<file path="config.mk">
export PLATFORM = sky130hd
export DESIGN_NAME = interval_timer
export DESIGN_NICKNAME = d
export VERILOG_FILES = /design/src/rtl/timer_pkg.sv /design/src/rtl/timer_ctrl_reg.sv /design/src/rtl/timer_prescaler.sv /design/src/rtl/timer_counter.sv /design/src/rtl/timer_irq.sv /design/src/rtl/interval_timer.sv
export SDC_FILE = /design/constraint.sdc
export NUM_CORES = 1
export LEC_CHECK = 0
export BUFFER_PORTS_ARGS = -buffer_cell sky130_fd_sc_hd__clkbuf_2
export CORE_MARGIN = 2
export CORE_UTILIZATION = 40
export DETAILED_ROUTE_END_ITERATION = 8
export GPL_TIMING_DRIVEN = 0
export PLACE_DENSITY = 0.68
export SYNTH_ARGS = -nofsm -noshare
export SYNTH_HDL_FRONTEND = slang
export SYNTH_SLANG_ARGS = --single-unit
export TNS_END_PERCENT = 30
</file>
<file path="constraint.sdc">
create_clock -name clk -period 2.3 [get_ports clk]
set_input_delay 0.46 -clock clk [delete_from_list [all_inputs] [get_ports clk]]
set_output_delay 0.46 -clock clk [all_outputs]
set_load 0.05 [all_outputs]
</file>
<file path="src/rtl/timer_pkg.sv">
package timer_pkg;
    localparam int TC_W     = 16;
    localparam int BIT_EN   = 31;
    localparam int BIT_IE   = 30;
    localparam int BIT_FAST = 29;
    localparam int BIT_PRE  = 28;
    localparam int BIT_ALT  = 27;
    localparam int BIT_PEND = 0;

    typedef struct packed {
        logic            en;
        logic            ie;
        logic            fast;
        logic            pre;
        logic            alt;
        logic [TC_W-1:0] tc;
    } ctrl_t;
endpackage

</file>
<file path="src/rtl/timer_ctrl_reg.sv">
module timer_ctrl_reg
    import timer_pkg::*;
(
    input  logic                clk,
    input  logic                rst_n,
    input  logic                wr_i,
    input  logic [31:0]         wdata_i,
    output ctrl_t               ctrl_o,
    output logic                next_en_o,
    output logic [TC_W-1:0]     next_tc_o,
    output logic [31:0]         rdata_o
);
    ctrl_t ctrl_d, ctrl_q;
    logic  unused_wbits;

    assign unused_wbits = &{1'b0, wdata_i[BIT_ALT-1:TC_W]};

    always_comb begin
        ctrl_d = ctrl_q;
        if (wr_i) begin
            ctrl_d.en   = wdata_i[BIT_EN];
            ctrl_d.ie   = wdata_i[BIT_IE];
            ctrl_d.fast = wdata_i[BIT_FAST];
            ctrl_d.pre  = wdata_i[BIT_PRE];
            ctrl_d.alt  = wdata_i[BIT_ALT];
            ctrl_d.tc   = wdata_i[TC_W-1:0];
        end
    end

    always_ff @(posedge clk or negedge rst_n) begin
        if (!rst_n) ctrl_q <= '0;
        else        ctrl_q <= ctrl_d;
    end

    always_comb begin
        rdata_o           = '0;
        rdata_o[BIT_EN]   = ctrl_q.en;
        rdata_o[BIT_IE]   = ctrl_q.ie;
        rdata_o[BIT_FAST] = ctrl_q.fast;
        rdata_o[BIT_PRE]  = ctrl_q.pre;
        rdata_o[BIT_ALT]  = ctrl_q.alt;
        rdata_o[TC_W-1:0] = ctrl_q.tc;
    end

    assign ctrl_o    = ctrl_q;
    assign next_en_o = ctrl_d.en;
    assign next_tc_o = ctrl_d.tc;

    // without a write strobe the stored control fields do not move
    a_r2_hold_without_write: assert property (@(posedge clk) disable iff (!rst_n)
        !wr_i |=> ctrl_q == $past(ctrl_q));
endmodule

</file>
<file path="src/rtl/timer_prescaler.sv">
module timer_prescaler #(
    parameter int DIV = 4096
) (
    input  logic clk,
    input  logic rst_n,
    input  logic run_i,
    output logic tick_o
);
    localparam int          PW   = (DIV > 2) ? $clog2(DIV) : 1;
    localparam logic [PW-1:0] LAST = PW'(DIV - 1);

    typedef struct packed {
        logic [PW-1:0] cnt;
    } pre_st_t;

    pre_st_t st_d, st_q;

    always_comb begin
        st_d   = st_q;
        tick_o = 1'b0;
        if (!run_i) begin
            st_d.cnt = '0;
        end else if (st_q.cnt == LAST) begin
            st_d.cnt = '0;
            tick_o   = 1'b1;
        end else begin
            st_d.cnt = st_q.cnt + PW'(1);
        end
    end

    always_ff @(posedge clk or negedge rst_n) begin
        if (!rst_n) st_q <= '0;
        else        st_q <= st_d;
    end

    // divider phase never leaves its range
    a_r4_phase_in_range: assert property (@(posedge clk) disable iff (!rst_n)
        st_q.cnt <= LAST);
    // an idle prescaler restarts from phase zero
    a_r7_prescaler_idle_zero: assert property (@(posedge clk) disable iff (!rst_n)
        !run_i |=> st_q.cnt == '0);
endmodule

</file>
<file path="src/rtl/timer_counter.sv">
module timer_counter
    import timer_pkg::*;
(
    input  logic            clk,
    input  logic            rst_n,
    input  logic            run_i,
    input  logic            next_run_i,
    input  logic            tick_i,
    input  logic [TC_W-1:0] load_val_i,
    input  logic [TC_W-1:0] reload_val_i,
    output logic            expire_o
);
    typedef struct packed {
        logic [TC_W-1:0] cnt;
    } cnt_st_t;

    cnt_st_t st_d, st_q;

    always_comb begin
        st_d     = st_q;
        expire_o = 1'b0;
        if (!run_i) begin
            st_d.cnt = load_val_i;
        end else if (tick_i) begin
            if (st_q.cnt == '0) begin
                expire_o = 1'b1;
                st_d.cnt = reload_val_i;
            end else begin
                st_d.cnt = st_q.cnt - TC_W'(1);
            end
        end
    end

    always_ff @(posedge clk or negedge rst_n) begin
        if (!rst_n) st_q <= '0;
        else        st_q <= st_d;
    end

    // a tick away from zero moves the count down by one
    a_r3_step_down: assert property (@(posedge clk) disable iff (!rst_n)
        (run_i && next_run_i && tick_i && st_q.cnt != '0) |=> st_q.cnt == $past(st_q.cnt) - TC_W'(1));
    // while stopped the count tracks the value to start from
    a_r7_idle_loads: assert property (@(posedge clk) disable iff (!rst_n)
        !run_i |=> st_q.cnt == $past(load_val_i));
endmodule

</file>
<file path="src/rtl/timer_irq.sv">
module timer_irq (
    input  logic clk,
    input  logic rst_n,
    input  logic expire_i,
    input  logic clr_i,
    input  logic ie_i,
    input  logic fast_i,
    output logic pend_o,
    output logic irq_normal_o,
    output logic irq_fast_o
);
    typedef struct packed {
        logic pend;
    } irq_st_t;

    irq_st_t st_d, st_q;

    always_comb begin
        st_d      = st_q;
        st_d.pend = (st_q.pend && !clr_i) || expire_i;
    end

    always_ff @(posedge clk or negedge rst_n) begin
        if (!rst_n) st_q <= '0;
        else        st_q <= st_d;
    end

    assign pend_o       = st_q.pend;
    assign irq_normal_o = st_q.pend && ie_i && !fast_i;
    assign irq_fast_o   = st_q.pend && ie_i && fast_i;

    // without a clear the flag stays set
    a_r9_pend_sticky: assert property (@(posedge clk) disable iff (!rst_n)
        (st_q.pend && !clr_i) |=> st_q.pend);
    // a clear with no expiry drops the flag
    a_r9_clear_drops: assert property (@(posedge clk) disable iff (!rst_n)
        (clr_i && !expire_i) |=> !st_q.pend);
    // an expiry always leaves the flag set
    a_r9_expiry_wins: assert property (@(posedge clk) disable iff (!rst_n)
        expire_i |=> st_q.pend);
endmodule

</file>
<file path="src/rtl/interval_timer.sv">
module interval_timer
    import timer_pkg::*;
#(
    parameter int PRESCALE_DIV = 4096
) (
    input  logic        clk,
    input  logic        rst_n,
    input  logic        ctrl_wr,
    input  logic [31:0] ctrl_wdata,
    output logic [31:0] ctrl_rdata,
    input  logic        stat_wr,
    input  logic [31:0] stat_wdata,
    output logic [31:0] stat_rdata,
    input  logic        alt_tick,
    output logic        irq_normal,
    output logic        irq_fast
);
    ctrl_t           ctrl;
    logic            next_en;
    logic [TC_W-1:0] next_tc;
    logic            pre_run;
    logic            pre_tick;
    logic            cnt_tick;
    logic            expire;
    logic            pend;
    logic            pend_clr;
    logic            unused_sbits;

    assign unused_sbits = &{1'b0, stat_wdata[31:BIT_PEND+1]};
    assign pend_clr     = stat_wr && stat_wdata[BIT_PEND];

    timer_ctrl_reg u_ctrl (
        .clk       (clk),
        .rst_n     (rst_n),
        .wr_i      (ctrl_wr),
        .wdata_i   (ctrl_wdata),
        .ctrl_o    (ctrl),
        .next_en_o (next_en),
        .next_tc_o (next_tc),
        .rdata_o   (ctrl_rdata)
    );

    assign pre_run = ctrl.en && ctrl.pre && !ctrl.alt;

    timer_prescaler #(.DIV(PRESCALE_DIV)) u_pre (
        .clk    (clk),
        .rst_n  (rst_n),
        .run_i  (pre_run),
        .tick_o (pre_tick)
    );

    always_comb begin
        if (ctrl.alt)      cnt_tick = alt_tick;
        else if (ctrl.pre) cnt_tick = pre_tick;
        else               cnt_tick = 1'b1;
    end

    timer_counter u_cnt (
        .clk          (clk),
        .rst_n        (rst_n),
        .run_i        (ctrl.en),
        .next_run_i   (next_en),
        .tick_i       (cnt_tick),
        .load_val_i   (next_tc),
        .reload_val_i (ctrl.tc),
        .expire_o     (expire)
    );

    timer_irq u_irq (
        .clk          (clk),
        .rst_n        (rst_n),
        .expire_i     (expire),
        .clr_i        (pend_clr),
        .ie_i         (ctrl.ie),
        .fast_i       (ctrl.fast),
        .pend_o       (pend),
        .irq_normal_o (irq_normal),
        .irq_fast_o   (irq_fast)
    );

    always_comb begin
        stat_rdata           = '0;
        stat_rdata[BIT_PEND] = pend;
    end

    // at most one request line is active
    a_r10_one_line: assert property (@(posedge clk) disable iff (!rst_n)
        !(irq_normal && irq_fast));
    // a request always reflects a pending status bit
    a_r10_req_has_pend: assert property (@(posedge clk) disable iff (!rst_n)
        (irq_normal || irq_fast) |-> stat_rdata[BIT_PEND]);
endmodule

</file>
* After elaboration in Yosys (flattened, before gate mapping)
Index checks and enable logic that the tools add are counted.
W data, S select, Z words.
** Word-level totals
- Register bits :: 50
- Logic and storage cells :: 38
** Operators by class
- Muxes and demuxes :: 13
- $add $sub $neg :: 2
- Eq/ne operators :: 2
- Reductions and logical operators :: 12
** Operators by type and width (count)
- $mux W16 :: 4
- $mux W12 :: 2
- $logic_not A16 Y1 :: 1
- $sub A16 B1 Y16 const B :: 1
- $add A12 B1 Y12 const B :: 1
- $eq A12 B12 Y1 const B :: 1
- $logic_and A1 B1 Y1 :: 7
- $mux W1 :: 7
- $logic_not A1 Y1 :: 3
- $ne A2 B2 Y1 const B :: 1
- $logic_or A1 B1 Y1 :: 1

* Depth between registers and ports, before layout
Gate-level depths: netlist (run 1).
- Word-level depth :: 8
- Mapped depth :: 8
- Gate-level depth less buffers :: 7

* Hierarchy
From an unflattened synthesis (run 1), not the netlist that was laid out.
** Second synthesis, totals
- Cell total of the unflattened synthesis :: 340
- Area total of the unflattened synthesis :: 3308.2 um^2
** By module, submodules not included
- timer_counter :: cells an instance 158, area each 1275.0 um^2, times used 1
- timer_ctrl_reg :: cells an instance 77, area each 1103.6 um^2, times used 1
- timer_prescaler :: cells an instance 60, area each 603.1 um^2, times used 1
- interval_timer :: cells an instance 39, area each 276.5 um^2, times used 1
- timer_irq :: cells an instance 6, area each 50.0 um^2, times used 1

* Worst setup path after synthesis (run 1)
Ideal clock, no wire load.
- Kind :: register to register
- From :: register u_ctrl.ctrl_q, in the netlist u_ctrl.ctrl_o[17]
- To :: register u_cnt.st_q[11] (netlist name)
- Arrival :: 1863 ps
- Library setup time :: 95 ps
- Path buffers :: 2
- Stages on the path, launching flop included :: 8
- Data required time :: 2205 ps
- Path slack :: 342 ps
- Clock period less this slack :: 1958 ps
- Cell sequence :: dfrtp_1 -> nor2b_1 -> o21ai_0 -> o21ba_1 -> clkbuf_1 -> clkbuf_1 -> a22oi_1 -> o31ai_1
** Between the ends
- Cells in the longest elaborated chain, start to end :: 6
** Ends and longest elaborated chain
- start: declaration :: line timer_ctrl_reg.sv:13 : ctrl_t ctrl_d, ctrl_q;
- start signal: assignment :: line timer_ctrl_reg.sv:32 : else ctrl_q <= ctrl_d;
- $logic_and A1 B1 Y1 (2 in a row) :: line interval_timer.sv:43 : assign pre_run = ctrl.en && ctrl.pre && !ctrl.alt;
- $mux W1 :: line timer_prescaler.sv:21 : if (!run_i) begin
- $mux W1 * :: line interval_timer.sv:54 : else if (ctrl.pre) cnt_tick = pre_tick;
- $mux W1 * :: line interval_timer.sv:53 : if (ctrl.alt) cnt_tick = alt_tick;
- $ne A2 B2 Y1 (no line) *
- end signal: assignment :: line timer_counter.sv:36 : else st_q <= st_d;
- end: declaration :: line timer_counter.sv:17 : cnt_st_t st_d, st_q;
Mark *: on every way between the ends. The rest lies on a longest branch, timed or not.
A chain may end at the register's enable or synchronous reset.

* Final worst setup path (run 1)
- From :: register u_pre.st_q[0] (netlist name)
- To :: register u_cnt.st_q[2] (netlist name)
** Between the ends
- Cells in the longest elaborated chain, start to end :: 6
** Ends and longest elaborated chain
- start: declaration :: line timer_prescaler.sv:16 : pre_st_t st_d, st_q;
- start signal: assignment :: line timer_prescaler.sv:33 : else st_q <= st_d;
- $eq A12 B12 Y1 :: line timer_prescaler.sv:23 : end else if (st_q.cnt == LAST) begin
- $mux W1 :: line timer_prescaler.sv:23
- $mux W1 :: line timer_prescaler.sv:21
- $mux W1 :: line interval_timer.sv:54
- $mux W1 :: line interval_timer.sv:53
- $ne A2 B2 Y1 (no line)
Every way passes these cells.

==> impl_metrics.py, run 1 <==
metrics = {
    "critical_path": {
        "worst_ep_required_time_ps": 2530,
        "crit_fanout": 10,
        "crit_arrival_ps": 2350,
        "reg2reg_slack_ps": 180,
        "path_class": "flop to flop",
        "startpoint_type": "flop",
        "endpoint_kind": "flop",
    },
    "floorplan": {
        "coreArea_um2": 7250,
        "core.rowCount": 31,
        "ios": 135,
        "dieArea_um2": 8180,
        "die_x_um": 90.5,
        "initial_utilization": 0.412,
        "fp.dieH_um": 90.5,
    },
    "cells_and_area": {
        "final_nets": 474,
        "drive_gt1_frac": 0.337,
        "antenna_cells": 0,
        "area_growth_pct": 21.3,
        "instances_no_fill": 502,
        "utilization": 0.500,
    },
    "global_routing": {
        "grt_pass1_wl_um": 10700,
        "grt_antenna_before_repair": 0,
        "grt_use_total": 0.161,
        "grt_max_degree": 51,
        "grt_pass1_vias": 2290,
        "grt_overflow": 0,
    },
    "pwr": {
        "irDropWorstVdd_mv": 0.314,
        "pwr-share-clk": 0.207,
        "p_switching_uw": 974,
        "p_leak_uw": 0.00178,
        "combPwrFrac": 0.343,
        "power_density_nw_per_um2": 678,
        "swShare": 0.396,
        "seqPwrFrac": 0.450,
        "p_int_uw": 1480,
    },
    "synth": {
        "yosysTopAreaCell": "dfrtp_1",
        "synthFlopType": "dfrtp_1",
        "synth.area.top_cells": "dfrtp_1 42%, buf_4 12%, mux2_2 7.9%, nand2_1 4.5%, xor2_1 2.9%",
        "syn_inst": 303,
        "synth_cell_types": 51,
        "synth-seq-cells": 50,
        "synth_edf_count": 0,
        "ys_seq_area_frac": 0.418,
        "synth.avg_cell_area_um2": 9.87,
        "yosysWarnings": 0,
        "async_flop_share": 1.00,
        "netlist.area_leader.share": 0.418,
        "syn_area_um2": 2990,
    },
    "min_path": {
        "hp-class": "input pin to async pin",
    },
    "timing": {
        "post-route-period-util": 0.922,
        "fin_skew_ps": 9.06,
        "period_minus_slack_ps": 2120,
        "fmax_mhz": 472,
        "tightest_slew_ps": 792,
        "holdWs_ps": 120,
        "hold_viol_final": 0,
        "fin_setup_tns_ps": 0,
        "slew_headroom": 0.465,
        "maxSlewViolCount": 0,
        "setup_viol": 0,
        "rsz0062_at_grt": "false",
    },
    "clock_tree": {
        "clock-root-buffer": "clkbuf_8",
        "clock_latency_ps": 310,
        "htree_levels": 2,
        "hold_buffers": 0,
        "max-clock-path-buffers": 2,
        "cts_resized": 0,
        "post_cts_buffers": 0,
        "cts_buffers": 5,
        "clk_pin_slew_ps": 90,
        "cts_tree": "built",
        "cts.sinks": 50,
    },
    "route": {
        "drt-total-wl_um": 6330,
        "wl_per_cell_um": 12.6,
        "viasPerCell": 4.75,
        "drt_iter0_markers": 64,
        "drc": 0,
        "first_pass_iters": 4,
        "postRouteAntennaNets": 0,
        "vias": 2387,
    },
    "placed_design": {
        "gp_congestion": 0.846,
        "dp_hpwl_um": 4780,
        "io_buffer_count": 50,
        "dpl.cell_count": 493,
    },
    "outcome": {
        "status": "completed",
    },
    "run": {
        "drv_cap": 0,
    },
}
==> synth_stat cells (all sizes together) (4+ instances only) <==
cell type and n:
a21oi 4, clkbuf 6, xor2 10, mux2i 4, nor2 23, a31oi 4, nand4 4, xnor2 5
buf 48, inv 8, dfrtp 50, mux2 22, o21ai 15, nand2 36, o211ai 9, nand3 10
==> critical path: stages (launching register included) <==
cell and delay (ps):
dfrtp_1 400, ha_1 210, and4_1 270, nand4_1 170, a211o_1 440, clkbuf_1 290
o211ai_1 250
==> sequential cells by signal, summed over array words and instances (netlist names) <==
register / flops
u_cnt.st_q: 16
u_irq.pend_o: 1
u_ctrl.ctrl_o: 21
u_pre.st_q: 12
==> metal layers <==
layer / routed length (um) / part of all wire / global-route usage / up-vias
met5: 0 / 0 / 0 / -
met4: 118 / 0.019 / 0.0679 / 0
met3: 377 / 0.060 / 0.0351 / 10
met2: 2900 / 0.46 / 0.255 / 86
met1: 2930 / 0.46 / 0.213 / 1117
li1: - / - / - / 1174
==> layout by cell type (no fill, tap or decap), types with 2 or more instances in the layout <==
cell,count
a21oi_1,4
a221o_1,2
a22oi_1,3
a31oi_1,4
and2_1,3
and3_1,3
and4_1,2
buf_2,2
buf_4,46
buf_6,2
clkbuf_1,6
clkbuf_2,49
clkbuf_8,5
conb_1,42
dfrtp_1,50
ha_1,3
inv_1,8
mux2_2,21
mux2i_1,4
nand2_1,36
nand3_1,10
nand4_1,3
nor2_1,23
nor2b_1,3
nor4_4,2
o211ai_1,9
o21ai_0,7
o21ai_1,8
o32a_1,2
xnor2_1,5
xor2_1,10
==> final timing paths <==
check	startpoint	depth (start not counted)	end
setup / recovery	u_pre.st_q[0]$_DFF_PN0_	6	u_cnt.st_q[2]$_DFFE_PN0P_
min in group clk	ctrl_wdata[31]	3	u_ctrl.ctrl_o[20]$_DFFE_PN0P_
hold / removal	rst_n	1	u_ctrl.ctrl_o[0]$_DFF_PN0_
setup reg to reg	u_pre.st_q[0]$_DFF_PN0_	6	u_cnt.st_q[2]$_DFFE_PN0P_
hold reg to reg	u_pre.st_q[0]$_DFF_PN0_	1	u_pre.st_q[0]$_DFF_PN0_
max in group asynchronous	rst_n	2	u_cnt.st_q[11]$_DFFE_PN0P_
==> through the flow <==
| stage | setup WS [ps] | instance area, um2 | power, uW |
|---|---|---|---|
| floorplan | 342 | 3140 | 1780 |
| global placement | 67.0 | 3520 | 1940 |
| detailed placement | 46.6 | 3520 | 1960 |
| CTS | 10.0 | 3600 | 2470 |
| global route | 15.4 | 3630 | 2600 |
| finish | 179 | 3630 | 2460 |
==> layout make-up <==
cell class | count | area, um2
fill | 707 | 3630
multi-input combinational | 232 | 1470
sequential | 50 | 1250
buffer | 54 | 392
timing repair buffer | 51 | 270
tap | 99 | 124
clock buffer | 6 | 72.6
inverter | 8 | 30.0
clock inverter | 2 | 13.8
==> power groups by stage <==
stage	clock [uW]	sequential (uW)	combinational [uW]
finish	509	1110	842
global route	560	1120	918
CTS	523	1110	841
detailed placement	0	1120	836
global placement	0	1120	825
floorplan	0	1210	570
==> cell families after synthesis <==
logic type,Yosys count,synth area share
buffers and inverters,62,0.141
AO/OA/AOI/OAI,50,0.116
AND/OR/NAND/NOR,96,0.171
XOR/XNOR,15,0.0439
adder cells (fa/ha/maj),3,0.0126
flip-flops,50,0.418
multiplexers,26,0.0962
other,1,0.00125
(Power assumes the default switching activity.)
==> run 2, diff against run 1 <==
CORE_UTILIZATION = 49   (was 40)
PLACE_DENSITY = 0.79   (was 0.68)
SYNTH_HIERARCHICAL = 1   (was unset)
==> run 2 against run 1 <==
Compared with the run above: largest cell class unchanged; the flow now finishes with violations (setup timing); non-clock buffer count increased by 35; utilization increased by 14 points; clock power increased by 25%; synthesized cell count increased by 12%.
==> impl_metrics.py, run 2 <==
metrics = {
    "cells_and_area": {
        "final_nets": 519,
        "layout_commonest_cell": "buf_4",
        "area_growth_pct": 24.6,
        "largest_reg_flops": 21,
        "instances_no_fill": 525,
        "antenna_cells": 0,
        "drive_gt1_frac": 0.402,
        "fill_cells": 549,
        "layout_common_cells": "71 x buf_4, 50 x dfrtp_1, 49 x clkbuf_2, 42 x conb_1",
    },
    "critical_path": {
        "path_class": "flop to flop",
        "cp_cell_sequence": "ha_4 > nand3_4 > or4_4 > nor2_2 > nor2_1 > a21oi_2 > clkbuf_8 > and2_4 > buf_8 > o21ai_2 > o31ai_1",
        "worst_ep_required_time_ps": 2520,
        "crit_fanout": 5,
        "reg2reg_slack_ps": -20,
        "cp_slowest_cell": "or4_4",
        "endpoint_kind": "flop",
        "startpoint_type": "flop",
        "crit_arrival_ps": 2540,
        "cp_slowest_stage_delay_ps": 560,
    },
    "route": {
        "routed.top_layer": "met4",
        "drt-total-wl_um": 7640,
        "wl_per_cell_um": 14.6,
        "viasPerCell": 5.24,
        "met1_length_um": 3220,
        "wl_met2_um": 3960,
        "first_pass_iters": 4,
        "postRouteAntennaNets": 0,
        "wl_met3_um": 368,
        "vias": 2753,
        "drc": 0,
        "drt_iter0_markers": 159,
    },
    "synth": {
        "synth-seq-cells": 50,
        "ys_seq_area_frac": 0.378,
        "synthFlopType": "dfrtp_1",
        "syn_area_um2": 3310,
        "netlist.area_leader.share": 0.378,
        "synth.avg_cell_area_um2": 9.73,
        "ys_top_cells_by_count": "64 x buf_4, 50 x dfrtp_1, 22 x o21ai_0",
        "synth.area.top_cells": "dfrtp_1 38%, buf_4 15%, mux2_4 9.1%, o21ai_0 3.3%, a2bb2oi_1 3.2%",
        "async_flop_share": 1.00,
        "syn_inst": 340,
        "yosysWarnings": 6,
        "synth_edf_count": 0,
        "yosysTopAreaCell": "dfrtp_1",
        "synth_cell_types": 52,
        "synth_most_common_cell": "buf_4",
    },
    "floorplan": {
        "ios": 135,
        "dieArea_um2": 7420,
        "die_x_um": 86.2,
        "core.rowCount": 29,
        "initial_utilization": 0.515,
        "coreArea_um2": 6420,
        "fp.dieH_um": 86.2,
    },
    "timing": {
        "setup_viol": 1,
        "fmax_mhz": 431,
        "fin_skew_ps": 10.8,
        "hold_viol_final": 0,
        "period_minus_slack_ps": 2320,
        "post-route-period-util": 1.01,
        "holdWs_ps": 160,
        "fin_setup_tns_ps": -19.1,
        "slew_headroom": 0.564,
        "rsz0062_at_grt": "true",
        "maxSlewViolCount": 0,
        "fin_ws_ps": -19.1,
        "tightest_slew_ps": 654,
    },
    "global_routing": {
        "grt_pass1_wl_um": 12400,
        "grt_use_total": 0.210,
        "grt_antenna_before_repair": 0,
        "grt_max_degree": 51,
        "grt_pass1_vias": 2633,
        "grt_overflow": 0,
    },
    "placed_design": {
        "gp_congestion": 0.872,
        "preCtsSetupSlack_ps": -394,
        "dpl.cell_count": 507,
        "io_buffer_count": 50,
        "dp_hpwl_um": 5210,
    },
    "outcome": {
        "violations": "setup timing",
        "status": "finished, violations left",
    },
    "pwr": {
        "power_density_nw_per_um2": 681,
        "irDropWorstVdd_mv": 0.282,
        "total_power_uw": 2810,
        "p_leak_uw": 0.00201,
    },
    "clock_tree": {
        "cts_buffers": 5,
        "clock-root-buffer": "clkbuf_8",
        "max-clock-path-buffers": 2,
        "hold_buffers": 0,
        "clk_pin_slew_ps": 100,
        "cts_tree": "built",
        "htree_levels": 2,
        "cts.sinks": 50,
        "clock_latency_ps": 310,
    },
    "min_path": {
        "hp-class": "input pin to async pin",
    },
    "run": {
        "drv_cap": 0,
    },
}
-- run 2: worst max-delay path: cells and delay by family (launching register included) --
| kind | cells | cell delay (ps) |
|---|---|---|
| compound gates | 3 | 400 |
| flops | 1 | 410 |
| fa+ha+maj | 1 | 160 |
| buf+inv | 2 | 260 |
| simple gates | 5 | 990 |
-- run 2: area by class of cell --
class	instances	area, um2	area share
well taps	77	96.3	0.0234
plain buffers	80	592	0.144
clock buffers	5	68.8	0.0167
clock inverters	3	45.0	0.0109
flip-flops and latches	50	1250	0.304
repair buffers	60	367	0.0889
multi-input cells	242	1670	0.406
inverters	8	30.0	0.00729
-- run 2: where the power goes --
| part | leakage [uW] | switching (uW) | total [uW] | internal (uW) |
|---|---|---|---|---|
| combinational | 0.00134 | 643 | 1070 | 425 |
| clock | 0.0000504 | 311 | 634 | 324 |
| sequential | 0.000619 | 125 | 1110 | 980 |
-- run 2: path summary, 6_finish.rpt --
check                                        startpoint  cells past startpoint                             to
worst max-delay path            u_pre/st_q[0]$_DFF_PN0_                     11     u_cnt/st_q[10]$_DFFE_PN0P_
worst min-delay path                              rst_n                      1        u_pre/st_q[3]$_DFF_PN0_
worst max register to register  u_pre/st_q[0]$_DFF_PN0_                     11     u_cnt/st_q[10]$_DFFE_PN0P_
worst min register to register   u_irq/pend_o$_DFF_PN0_                      1         u_irq/pend_o$_DFF_PN0_
max in group asynchronous                         rst_n                      2     u_ctrl/ctrl_o[7]$_DFF_PN0_
min in group clk                         ctrl_wdata[28]                      2  u_ctrl/ctrl_o[17]$_DFFE_PN0P_
-- run 2: repair_timing --
item / 4_1_cts / 5_1_grt
gates cloned: 0 / 1
buffers inserted: 6 / 2
endpoints found under the setup margin: 14 / 17
pin swaps: 1 / 9
gates resized for setup: 6 / 17
-- run 2: cell families (layout without fill, tap and decap cells) --
group | after synthesis | after routing | share of synthesized area
xor+xnor | 6 | 6 | 0.0159
other cells | 2 | 42 | 0.00227
mux | 25 | 25 | 0.106
compound gates | 73 | 73 | 0.149
fa+ha+maj | 3 | 3 | 0.0113
buf+inv | 88 | 156 | 0.180
flops | 50 | 50 | 0.378
simple gates | 93 | 93 | 0.156
-- run 2: per-stage QoR --
| stage | util | instance area, um2 |
|---|---|---|
| 2_1_floorplan | - | 3480 |
| 3_3_place_gp | 0.597 | 3830 |
| 3_5_place_dp | 0.597 | 3830 |
| 4_1_cts | 0.624 | 4010 |
| 5_1_grt | 0.642 | 4120 |
| 6_report | 0.642 | 4120 |
-- run 2: layer usage --
| layer | vias up | GRT usage |
|---|---|---|
| met5 | - | 0 |
| met4 | 0 | 0.0851 |
| met3 | 7 | 0.0269 |
| met2 | 103 | 0.364 |
| met1 | 1310 | 0.263 |
| li1 | 1333 | - |
==> run 3, diff against run 2 <==
CORE_UTILIZATION = 47   (was 49)
PLACE_DENSITY = 0.78   (was 0.79)
SYNTH_HIERARCHICAL = unset   (was 1)
==> run 3 against run 2 <==
Compared with the run above: sequential share of layout area increased by 4.1 points; register-to-register slack gained 130 ps; utilization shrank 6.0 points; cell count down 8.6%; worst hold slack worse by 59 ps; highest routed layer unchanged; critical path depth is 3 lower; maximum frequency up 6.1%; critical path type unchanged; the flow now finishes without violations; first-iteration DRC count rose by 11%; routed wire length shrank 16%.
==> impl_metrics.py, run 3 (same netlist as run 1, synthesis figures left out) <==
metrics = {
    "outcome": {
        "status": "completed",
    },
    "timing": {
        "tightest_slew_ps": 703,
        "holdWs_ps": 101,
        "post-route-period-util": 0.950,
        "fin_setup_tns_ps": 0,
        "slew_headroom": 0.525,
        "fin_skew_ps": 10.4,
        "period_minus_slack_ps": 2190,
        "rsz0062_at_grt": "false",
        "setup_viol": 0,
        "maxSlewViolCount": 0,
        "fmax_mhz": 457,
        "hold_viol_final": 0,
    },
    "clock_tree": {
        "clock_latency_ps": 310,
        "max-clock-path-buffers": 2,
        "hold_buffers": 0,
        "cts_resized": 1,
        "cts_tree": "built",
        "clock-root-buffer": "clkbuf_8",
        "htree_levels": 2,
        "post_cts_buffers": 0,
        "clk_pin_slew_ps": 90,
        "cts.sinks": 50,
        "cts_buffers": 5,
    },
    "critical_path": {
        "worst_ep_required_time_ps": 2510,
        "crit_arrival_ps": 2400,
        "crit_fanout": 10,
        "startpoint_type": "flop",
        "endpoint_kind": "flop",
        "path_class": "flop to flop",
    },
    "placed_design": {
        "dpl.cell_count": 471,
        "io_buffer_count": 50,
        "gp_congestion": 0.881,
        "dp_hpwl_um": 4750,
    },
    "route": {
        "viasPerCell": 5.08,
        "drt_iter0_markers": 177,
        "drt-total-wl_um": 6430,
        "postRouteAntennaNets": 0,
        "vias": 2440,
        "drc": 0,
        "wl_per_cell_um": 13.4,
        "first_pass_iters": 4,
    },
    "cells_and_area": {
        "utilization": 0.582,
        "drive_gt1_frac": 0.342,
        "antenna_cells": 0,
        "area_growth_pct": 21.4,
        "final_nets": 474,
        "seq_area_um2": 1250,
        "instances_no_fill": 480,
        "largest_reg_flops": 21,
        "multi_input_area_um2": 1470,
        "layout_common_cells": "50 x clkbuf_2, 50 x dfrtp_1, 46 x buf_4, 42 x conb_1, 36 x nand2_1",
        "fill_cells": 571,
    },
    "global_routing": {
        "grt_overflow": 0,
        "grt_pass1_wl_um": 10700,
        "grt_max_degree": 51,
        "grt_antenna_before_repair": 0,
        "grt_use_total": 0.188,
        "grt_pass1_vias": 2207,
    },
    "pwr": {
        "p_int_uw": 1600,
        "p_leak_uw": 0.00179,
        "p_switching_uw": 1000,
        "power_density_nw_per_um2": 717,
        "total_power_uw": 2600,
        "seqPwrFrac": 0.425,
        "pwr-share-clk": 0.249,
        "combPwrFrac": 0.326,
        "swShare": 0.385,
        "irDropWorstVdd_mv": 0.380,
    },
    "min_path": {
        "hp-class": "input pin to async pin",
    },
    "floorplan": {
        "initial_utilization": 0.479,
        "die_x_um": 83.8,
        "ios": 135,
        "fp.dieH_um": 83.8,
        "coreArea_um2": 6240,
        "core.rowCount": 29,
        "dieArea_um2": 7020,
    },
    "run": {
        "drv_cap": 0,
    },
}
## run 3: cell types whose count changed in the layout (fill, tap and decap cells not counted), sizes merged, moves of 9 or more
cell / previous run / this run
o211ai: 0 / 9
nand2: 21 / 36
buf: 81 / 51
a2bb2oi: 12 / 1
o21ai: 26 / 15
o31ai: 10 / 1
## run 3: cell type report
type	count	area share
multi-input combinational	232	0.406
sequential	50	0.345
buffer	54	0.108
timing repair buffer	51	0.0745
tap	77	0.0265
clock buffer	5	0.0190
clock inverter	3	0.0131
inverter	8	0.00827
## run 3: path summary, 6_finish.rpt
| path | cells past startpoint | slack [ps] | startpoint | to |
|---|---|---|---|---|
| hold / removal | 1 | 100 | rst_n | u_ctrl.ctrl_o[4]$_DFF_PN0_ |
| min in group clk | 3 | 360 | ctrl_wdata[31] | u_ctrl.ctrl_o[20]$_DFFE_PN0P_ |
| hold reg to reg | 1 | 510 | u_pre.st_q[0]$_DFF_PN0_ | u_pre.st_q[0]$_DFF_PN0_ |
| max in group asynchronous | 2 | 1670 | rst_n | u_irq.pend_o$_DFF_PN0_ |
| setup / recovery | 8 | 110 | u_pre.st_q[0]$_DFF_PN0_ | u_cnt.st_q[14]$_DFFE_PN0P_ |
| setup reg to reg | 8 | 110 | u_pre.st_q[0]$_DFF_PN0_ | u_cnt.st_q[14]$_DFFE_PN0P_ |
## run 3: worst max-delay path: stages (launching register included)
cell and delay (ps):
dfrtp_1 420, ha_1 250, and4_1 210, nand4_1 160, o21ba_1 150, clkbuf_1 320
buf_2 330, nand2_1 110, o211ai_1 140
## run 3: metrics by stage
stage          cell area [um2]  worst slack [ps]
2_1_floorplan             3140               342
3_3_place_gp              3490               130
3_5_place_dp              3490              8.83
4_1_cts                   3610               101
5_1_grt                   3630              17.0
6_report                  3630               114
## run 3: power by group through the flow
stage / Clock (uW) / Combinational [uW] / Sequential [uW]
2_1_floorplan: 0 / 570 / 1210
3_3_place_gp: 0 / 820 / 1120
3_5_place_dp: 0 / 838 / 1120
4_1_cts: 675 / 844 / 1110
5_1_grt: 704 / 916 / 1120
6_report: 648 / 848 / 1110
## run 3: layer usage
layer	global-route usage	routed length, um	vias up
met5	0	0	-
met4	0.0411	99	0
met3	0.0455	488	12
met2	0.317	3140	108
met1	0.247	2690	1147
li1	-	-	1173
